==> src/rtl/mbb_pkg.sv <==
package mbb_pkg;
   typedef struct packed {
      logic sel0_n;
      logic sel1_n;
   } dev_sel_t;

   localparam dev_sel_t SEL_IDLE = '{sel0_n: 1'b1, sel1_n: 1'b1};

   function automatic logic in_window(input logic [15:0] a,
                                      input logic [15:0] lo,
                                      input logic [15:0] hi);
      return (a >= lo) && (a <= hi);
   endfunction
endpackage

==> src/rtl/mbb_addr_latch.sv <==
module mbb_addr_latch #(
   parameter int W = 8
) (
   input  logic         clk,
   input  logic         rst_n,
   input  logic         stb_n,
   input  logic [W-1:0] d,
   output logic [W-1:0] q
);
   initial begin
      if (W < 2) $error("mbb_addr_latch: W must be at least 2");
   end

   always_ff @(posedge clk or negedge rst_n) begin
      if (!rst_n)      q <= '0;
      else if (!stb_n) q <= d;
   end
endmodule

==> src/rtl/mbb_map_decode.sv <==
module mbb_map_decode
   import mbb_pkg::*;
#(
   parameter int          ADDR_W     = 16,
   parameter logic [15:0] IRAM_LO    = 16'h8000,
   parameter logic [15:0] IRAM_HI    = 16'h87FF,
   parameter logic [15:0] IROM_LO    = 16'h7000,
   parameter logic [15:0] IROM_HI    = 16'h7FFF
) (
   input  logic              rst_n,
   input  logic              ce_n,
   input  logic              int_rom_en,
   input  logic [ADDR_W-1:0] addr,
   output logic              ext_hit,
   output dev_sel_t          sel
);
   localparam int TOP = ADDR_W - 1;

   initial begin
      if (ADDR_W != 16) $error("mbb_map_decode: ADDR_W must be 16");
      if (IRAM_LO > IRAM_HI) $error("mbb_map_decode: bad internal RAM window");
      if (IROM_LO > IROM_HI) $error("mbb_map_decode: bad internal ROM window");
   end

   logic iram_hit, irom_hit, active;

   always_comb begin
      iram_hit = in_window(addr, IRAM_LO, IRAM_HI);
      irom_hit = int_rom_en && in_window(addr, IROM_LO, IROM_HI);
      ext_hit  = !(iram_hit || irom_hit);
      active   = rst_n && !ce_n && ext_hit;
      sel      = SEL_IDLE;
      if (active) begin
         if (addr[TOP]) sel.sel1_n = 1'b0;
         else           sel.sel0_n = 1'b0;
      end
   end
endmodule

==> src/rtl/mbb_dev_addr.sv <==
module mbb_dev_addr #(
   parameter int LO_W    = 8,
   parameter int HI_W    = 8,
   parameter int DEV_AW  = 15,
   parameter int MSB_SRC = 6
) (
   input  logic [LO_W-1:0]   lo,
   input  logic [HI_W-1:0]   lat,
   input  logic              rom_mode,
   input  logic              rd_wr_n,
   output logic [DEV_AW-1:0] dev_addr
);
   localparam int DIRECT_HI = DEV_AW - LO_W - 1;

   generate
      if (DIRECT_HI < 1 || DIRECT_HI > HI_W - 1) begin : g_bad_w
         initial $error("mbb_dev_addr: DEV_AW does not fit LO_W/HI_W");
      end
      if (MSB_SRC < 0 || MSB_SRC > HI_W - 2) begin : g_bad_src
         initial $error("mbb_dev_addr: MSB_SRC out of range");
      end
   endgenerate

   genvar i;
   generate
      for (i = 0; i < LO_W; i++) begin : g_lo
         assign dev_addr[i] = lo[i];
      end
      for (i = 0; i < DIRECT_HI; i++) begin : g_hi
         assign dev_addr[LO_W + i] = lat[i];
      end
   endgenerate

   assign dev_addr[DEV_AW-1] = rom_mode ? rd_wr_n : lat[MSB_SRC];
endmodule

==> src/rtl/mbb_xcvr_ctrl.sv <==
module mbb_xcvr_ctrl (
   input  logic rst_n,
   input  logic ce_n,
   input  logic ext_hit,
   input  logic rd_wr_n,
   output logic oe_n,
   output logic to_mem
);
   always_comb begin
      oe_n   = !(rst_n && !ce_n && ext_hit);
      to_mem = !rd_wr_n;
   end
endmodule

==> src/rtl/mbus_bridge.sv <==
module mbus_bridge
   import mbb_pkg::*;
#(
   parameter int          LO_W    = 8,
   parameter int          HI_W    = 8,
   parameter int          DEV_AW  = 15,
   parameter int          MSB_SRC = 6,
   parameter logic [15:0] IRAM_LO = 16'h8000,
   parameter logic [15:0] IRAM_HI = 16'h87FF,
   parameter logic [15:0] IROM_LO = 16'h7000,
   parameter logic [15:0] IROM_HI = 16'h7FFF
) (
   input  logic              clk,
   input  logic              rst_n,
   input  logic              addr_stb_n,
   input  logic [HI_W-1:0]   bus_hi_i,
   input  logic [LO_W-1:0]   bus_lo_i,
   input  logic              ce_n,
   input  logic              rd_wr_n,
   input  logic              rom_mode,
   input  logic              int_rom_en,
   output logic [HI_W-1:0]   lat_hi_o,
   output logic [DEV_AW-1:0] dev_addr_o,
   output logic              dev0_sel_n,
   output logic              dev1_sel_n,
   output logic              xcvr_oe_n,
   output logic              xcvr_to_mem
);
   localparam int ADDR_W = LO_W + HI_W;

   initial begin
      if (ADDR_W != 16) $error("mbus_bridge: bus must total 16 bits");
   end

   logic     ext_hit;
   dev_sel_t sel;

   mbb_addr_latch #(.W(HI_W)) u_latch (
      .clk(clk), .rst_n(rst_n), .stb_n(addr_stb_n),
      .d(bus_hi_i), .q(lat_hi_o)
   );

   mbb_map_decode #(
      .ADDR_W(ADDR_W), .IRAM_LO(IRAM_LO), .IRAM_HI(IRAM_HI),
      .IROM_LO(IROM_LO), .IROM_HI(IROM_HI)
   ) u_decode (
      .rst_n(rst_n), .ce_n(ce_n), .int_rom_en(int_rom_en),
      .addr({lat_hi_o, bus_lo_i}), .ext_hit(ext_hit), .sel(sel)
   );

   mbb_dev_addr #(
      .LO_W(LO_W), .HI_W(HI_W), .DEV_AW(DEV_AW), .MSB_SRC(MSB_SRC)
   ) u_addr (
      .lo(bus_lo_i), .lat(lat_hi_o), .rom_mode(rom_mode),
      .rd_wr_n(rd_wr_n), .dev_addr(dev_addr_o)
   );

   mbb_xcvr_ctrl u_xcvr (
      .rst_n(rst_n), .ce_n(ce_n), .ext_hit(ext_hit), .rd_wr_n(rd_wr_n),
      .oe_n(xcvr_oe_n), .to_mem(xcvr_to_mem)
   );

   assign dev0_sel_n = sel.sel0_n;
   assign dev1_sel_n = sel.sel1_n;
endmodule

==> config.mk <==
export PLATFORM = sky130hd
export DESIGN_NAME = mbus_bridge
export DESIGN_NICKNAME = d
export VERILOG_FILES = /design/src/rtl/mbb_pkg.sv /design/src/rtl/mbb_addr_latch.sv /design/src/rtl/mbb_map_decode.sv /design/src/rtl/mbb_dev_addr.sv /design/src/rtl/mbb_xcvr_ctrl.sv /design/src/rtl/mbus_bridge.sv
export SDC_FILE = /design/constraint.sdc
export NUM_CORES = 1
export LEC_CHECK = 0
export ABC_AREA = 0
export BUFFER_PORTS_ARGS = -buffer_cell sky130_fd_sc_hd__buf_4
export CAP_MARGIN = 0
export CORE_UTILIZATION = 33
export CTS_CLUSTER_SIZE = 12
export DETAILED_ROUTE_END_ITERATION = 16
export PLACE_DENSITY = 0.75
export SETUP_SLACK_MARGIN = 0.05
export SYNTH_ARGS = -nofsm -noshare
export SYNTH_HDL_FRONTEND = slang
export SYNTH_SLANG_ARGS = --single-unit
==> constraint.sdc <==
create_clock -name clk -period 1.5 [get_ports clk]
set_input_delay 0.3 -clock clk [delete_from_list [all_inputs] [get_ports clk]]
set_output_delay 0.3 -clock clk [all_outputs]
set_load 0.05 [all_outputs]
==> run metrics <==
Post-synth EDFFs 0; syn_area_per_cell 11.5 µm²; post-synthesis cell type count 13; post-synth top area share 0.423; initial antenna violation count 0; Post-Syn Nets 64; ANT cells 0; Post-Layout Cell Count 87; Net Sw Power 0.000330 W; P_int 0.000502 W; area of placed instances 704 µm²; Sw Ratio 0.396; failing checks negative setup slack; DR pass1 iterations 2; Synth Area in Simple Gates 0.0688; clk_lat worst skew 0.25 ns; CTS sink cnt 8; min-delay worst type input port to flip-flop; Least-Margin Pin Slew 0.438 ns; buffer levels on the longest clock path 2; final period utilization 1.15; die width roughly 40 µm; total power 0.000832 W; final instance area 805 µm²; max reg flops 8; Most used DFF post-synth dfrtp_1; RSZ-0062 raised after global routing true; Std-Cell Rows 13; Starting Density 0.359; root buf cell clkbuf_4; clk_skew 0 ns; layout cell share with drive strength beyond 1 0.847; Yosys reg bits 8; min Tclk post-route about 1.7 ns; Die Y-Extent 39.9 µm; largest reg by FF count u_latch.q; routability cong. 0.643; Power Density 1030 mW/mm²; combinational fraction of design power 0.474; Synth Area in Compound Gates 0.0529; Setup CP Type flip-flop to primary output; die area 0.00159 mm²; io pins 50; Worst Path Required ~1.2 ns; Ys Warns 0; Critical Path End Type primary output; largest family of logic cells by synthesized area buffers and inverters; leak pwr 0.378 nW; gr usage total 0.158; Total Nets Final 96; CTS Buf Count 3; sequential area share after synthesis 0.423; H-tree Lvls 1; initial DRC count 1; vias in the first global route 360; drc violations 0; Reg power frac 0.314; mux share of post-synthesis cell area 0.214; Post-synth top cells buf_4 (14), mux2_2 (9), dfrtp_1 (8); Netlist Area Pre-Place 473 µm²; max-cap viol count 0; Syn Inst Count 41; XOR/XNOR share of the synthesized area 0; grt ovf 0; clock slew at reported path FFs 0.06 ns; Via Count 401; count leader, synth buf_4; FF-to-FF path depth 4; ranking of synthesized cells by area dfrtp_1 (42%), buf_4 (22%), mux2_2 (21%); final wirelength 994 µm; area leader, netlist dfrtp_1; Post-DP HPWL 758 µm; pin count of the biggest net entering global routing 9; DR WL/cell 11.4 µm; fmax 578 MHz; # port buffers 33; CP Launch Type flip-flop; final hold vios 0; Critical Path AT 1.43 ns; Rel. slew slack 0.708; Final setup viols 3; Clock power frac 0.211; Routed Antenna Nets 0; Max Fanout on Critical Path 3; area delta synth->final 70.1%; post-synthesis adder-cell area fraction 0; status finished with violations; final setup margin -0.230 ns; top flop regs u_latch.q x8; Peak VDD IR 489 µV; global-route wire length before repair 1580 µm; Core Region 0.00132 mm²; Slew Limit Fails 0; hold path depth 2; placed cell count 80; CTS tree done; Via-to-Cell Ratio between 4 and 5; async set-or-reset flop fraction in the synthesized netlist 1.00
## logic make-up (layout without fill, tap and decap cells)
logic type | Yosys count | count (layout)
AND/OR/NAND/NOR | 5 | 5
flip-flops | 8 | 8
buffers and inverters | 16 | 47
multiplexers | 9 | 9
AO/OA/AOI/OAI | 3 | 3
## power groups by stage
stage	clock network [W]	registers [W]	logic (W)
after floorplan	0	0.000345	0.000223
after global placement	0	0.000264	0.000358
after detailed placement	0	0.000266	0.000361
after CTS	0.000184	0.000262	0.000395
after global routing	0.000193	0.000265	0.000415
final	0.000176	0.000262	0.000395
## cells in the final DEF (no fill, tap or decap)
cell and instances:
inv_1 1, clkbuf_4 3, mux2_2 8, nand4_1 1, buf_6 5, mux2_4 1, buf_8 3, dfrtp_2 5
clkbuf_1 1, dlygate4sd3_1 1, buf_4 33, o41a_1 1, or4_4 1, dfrtp_1 3, nor2b_1 1, nand3_4 1
a41oi_1 1, nand3b_1 1, o21ai_4 1
## per-stage QoR
stage | TNS, ns | setup slack, ns | hold WS, ns | utilization
after floorplan | -0.217 | -0.119 | 0.00441 | -
after global placement | -0.0414 | -0.0414 | 0.220 | 0.535
after detailed placement | -0.0453 | -0.0453 | 0.221 | 0.535
after CTS | -0.603 | -0.235 | 0.271 | 0.608
after global routing | -0.742 | -0.272 | 0.271 | 0.611
final | -0.578 | -0.230 | 0.279 | 0.611
## what timing repair did
item,in CTS,in global routing
hold buffers,1,0
gates cloned,0,0
resized for setup,12,1
endpoints found under the hold margin,8,0
setup buffers,2,1
setup endpoints to repair,4,5
pin swaps,2,2
## layout make-up
class,instances,area (µm²)
clock buffers,4,26.3
fillers,121,513
inverters,1,3.75
multi-input cells,17,190
flip-flops and latches,8,206
well taps,15,18.8
repair buffers,42,359
## layer usage
layer  vias to the layer above  track usage  part of all wire
li1                        193            -                 -
met1                       176        0.182              0.43
met2                        26        0.242              0.45
met3                         6       0.0398              0.10
met4                         0        0.129             0.019
met5                         -            0                 0
## critical path: stages (launching register included)
cell	delay, ns
dfrtp_2	0.41
or4_4	0.55
nand3_4	0.08
buf_8	0.14
## path summary, 6_finish.rpt
check,from,to,slack [ns]
hold reg to reg,u_latch.q[2]$_DFFE_PN0N_,u_latch.q[2]$_DFFE_PN0N_,0.54
max in group asynchronous,rst_n,u_latch.q[7]$_DFFE_PN0N_,0.85
setup / recovery,u_latch.q[5]$_DFFE_PN0N_,dev1_sel_n,-0.23
hold / removal,bus_hi_i[4],u_latch.q[4]$_DFFE_PN0N_,0.28
min in group asynchronous,rst_n,u_latch.q[4]$_DFFE_PN0N_,0.51
setup reg to reg,u_latch.q[6]$_DFFE_PN0N_,u_latch.q[6]$_DFFE_PN0N_,0.37
No activity file was read; power rests on OpenSTA's default activity.
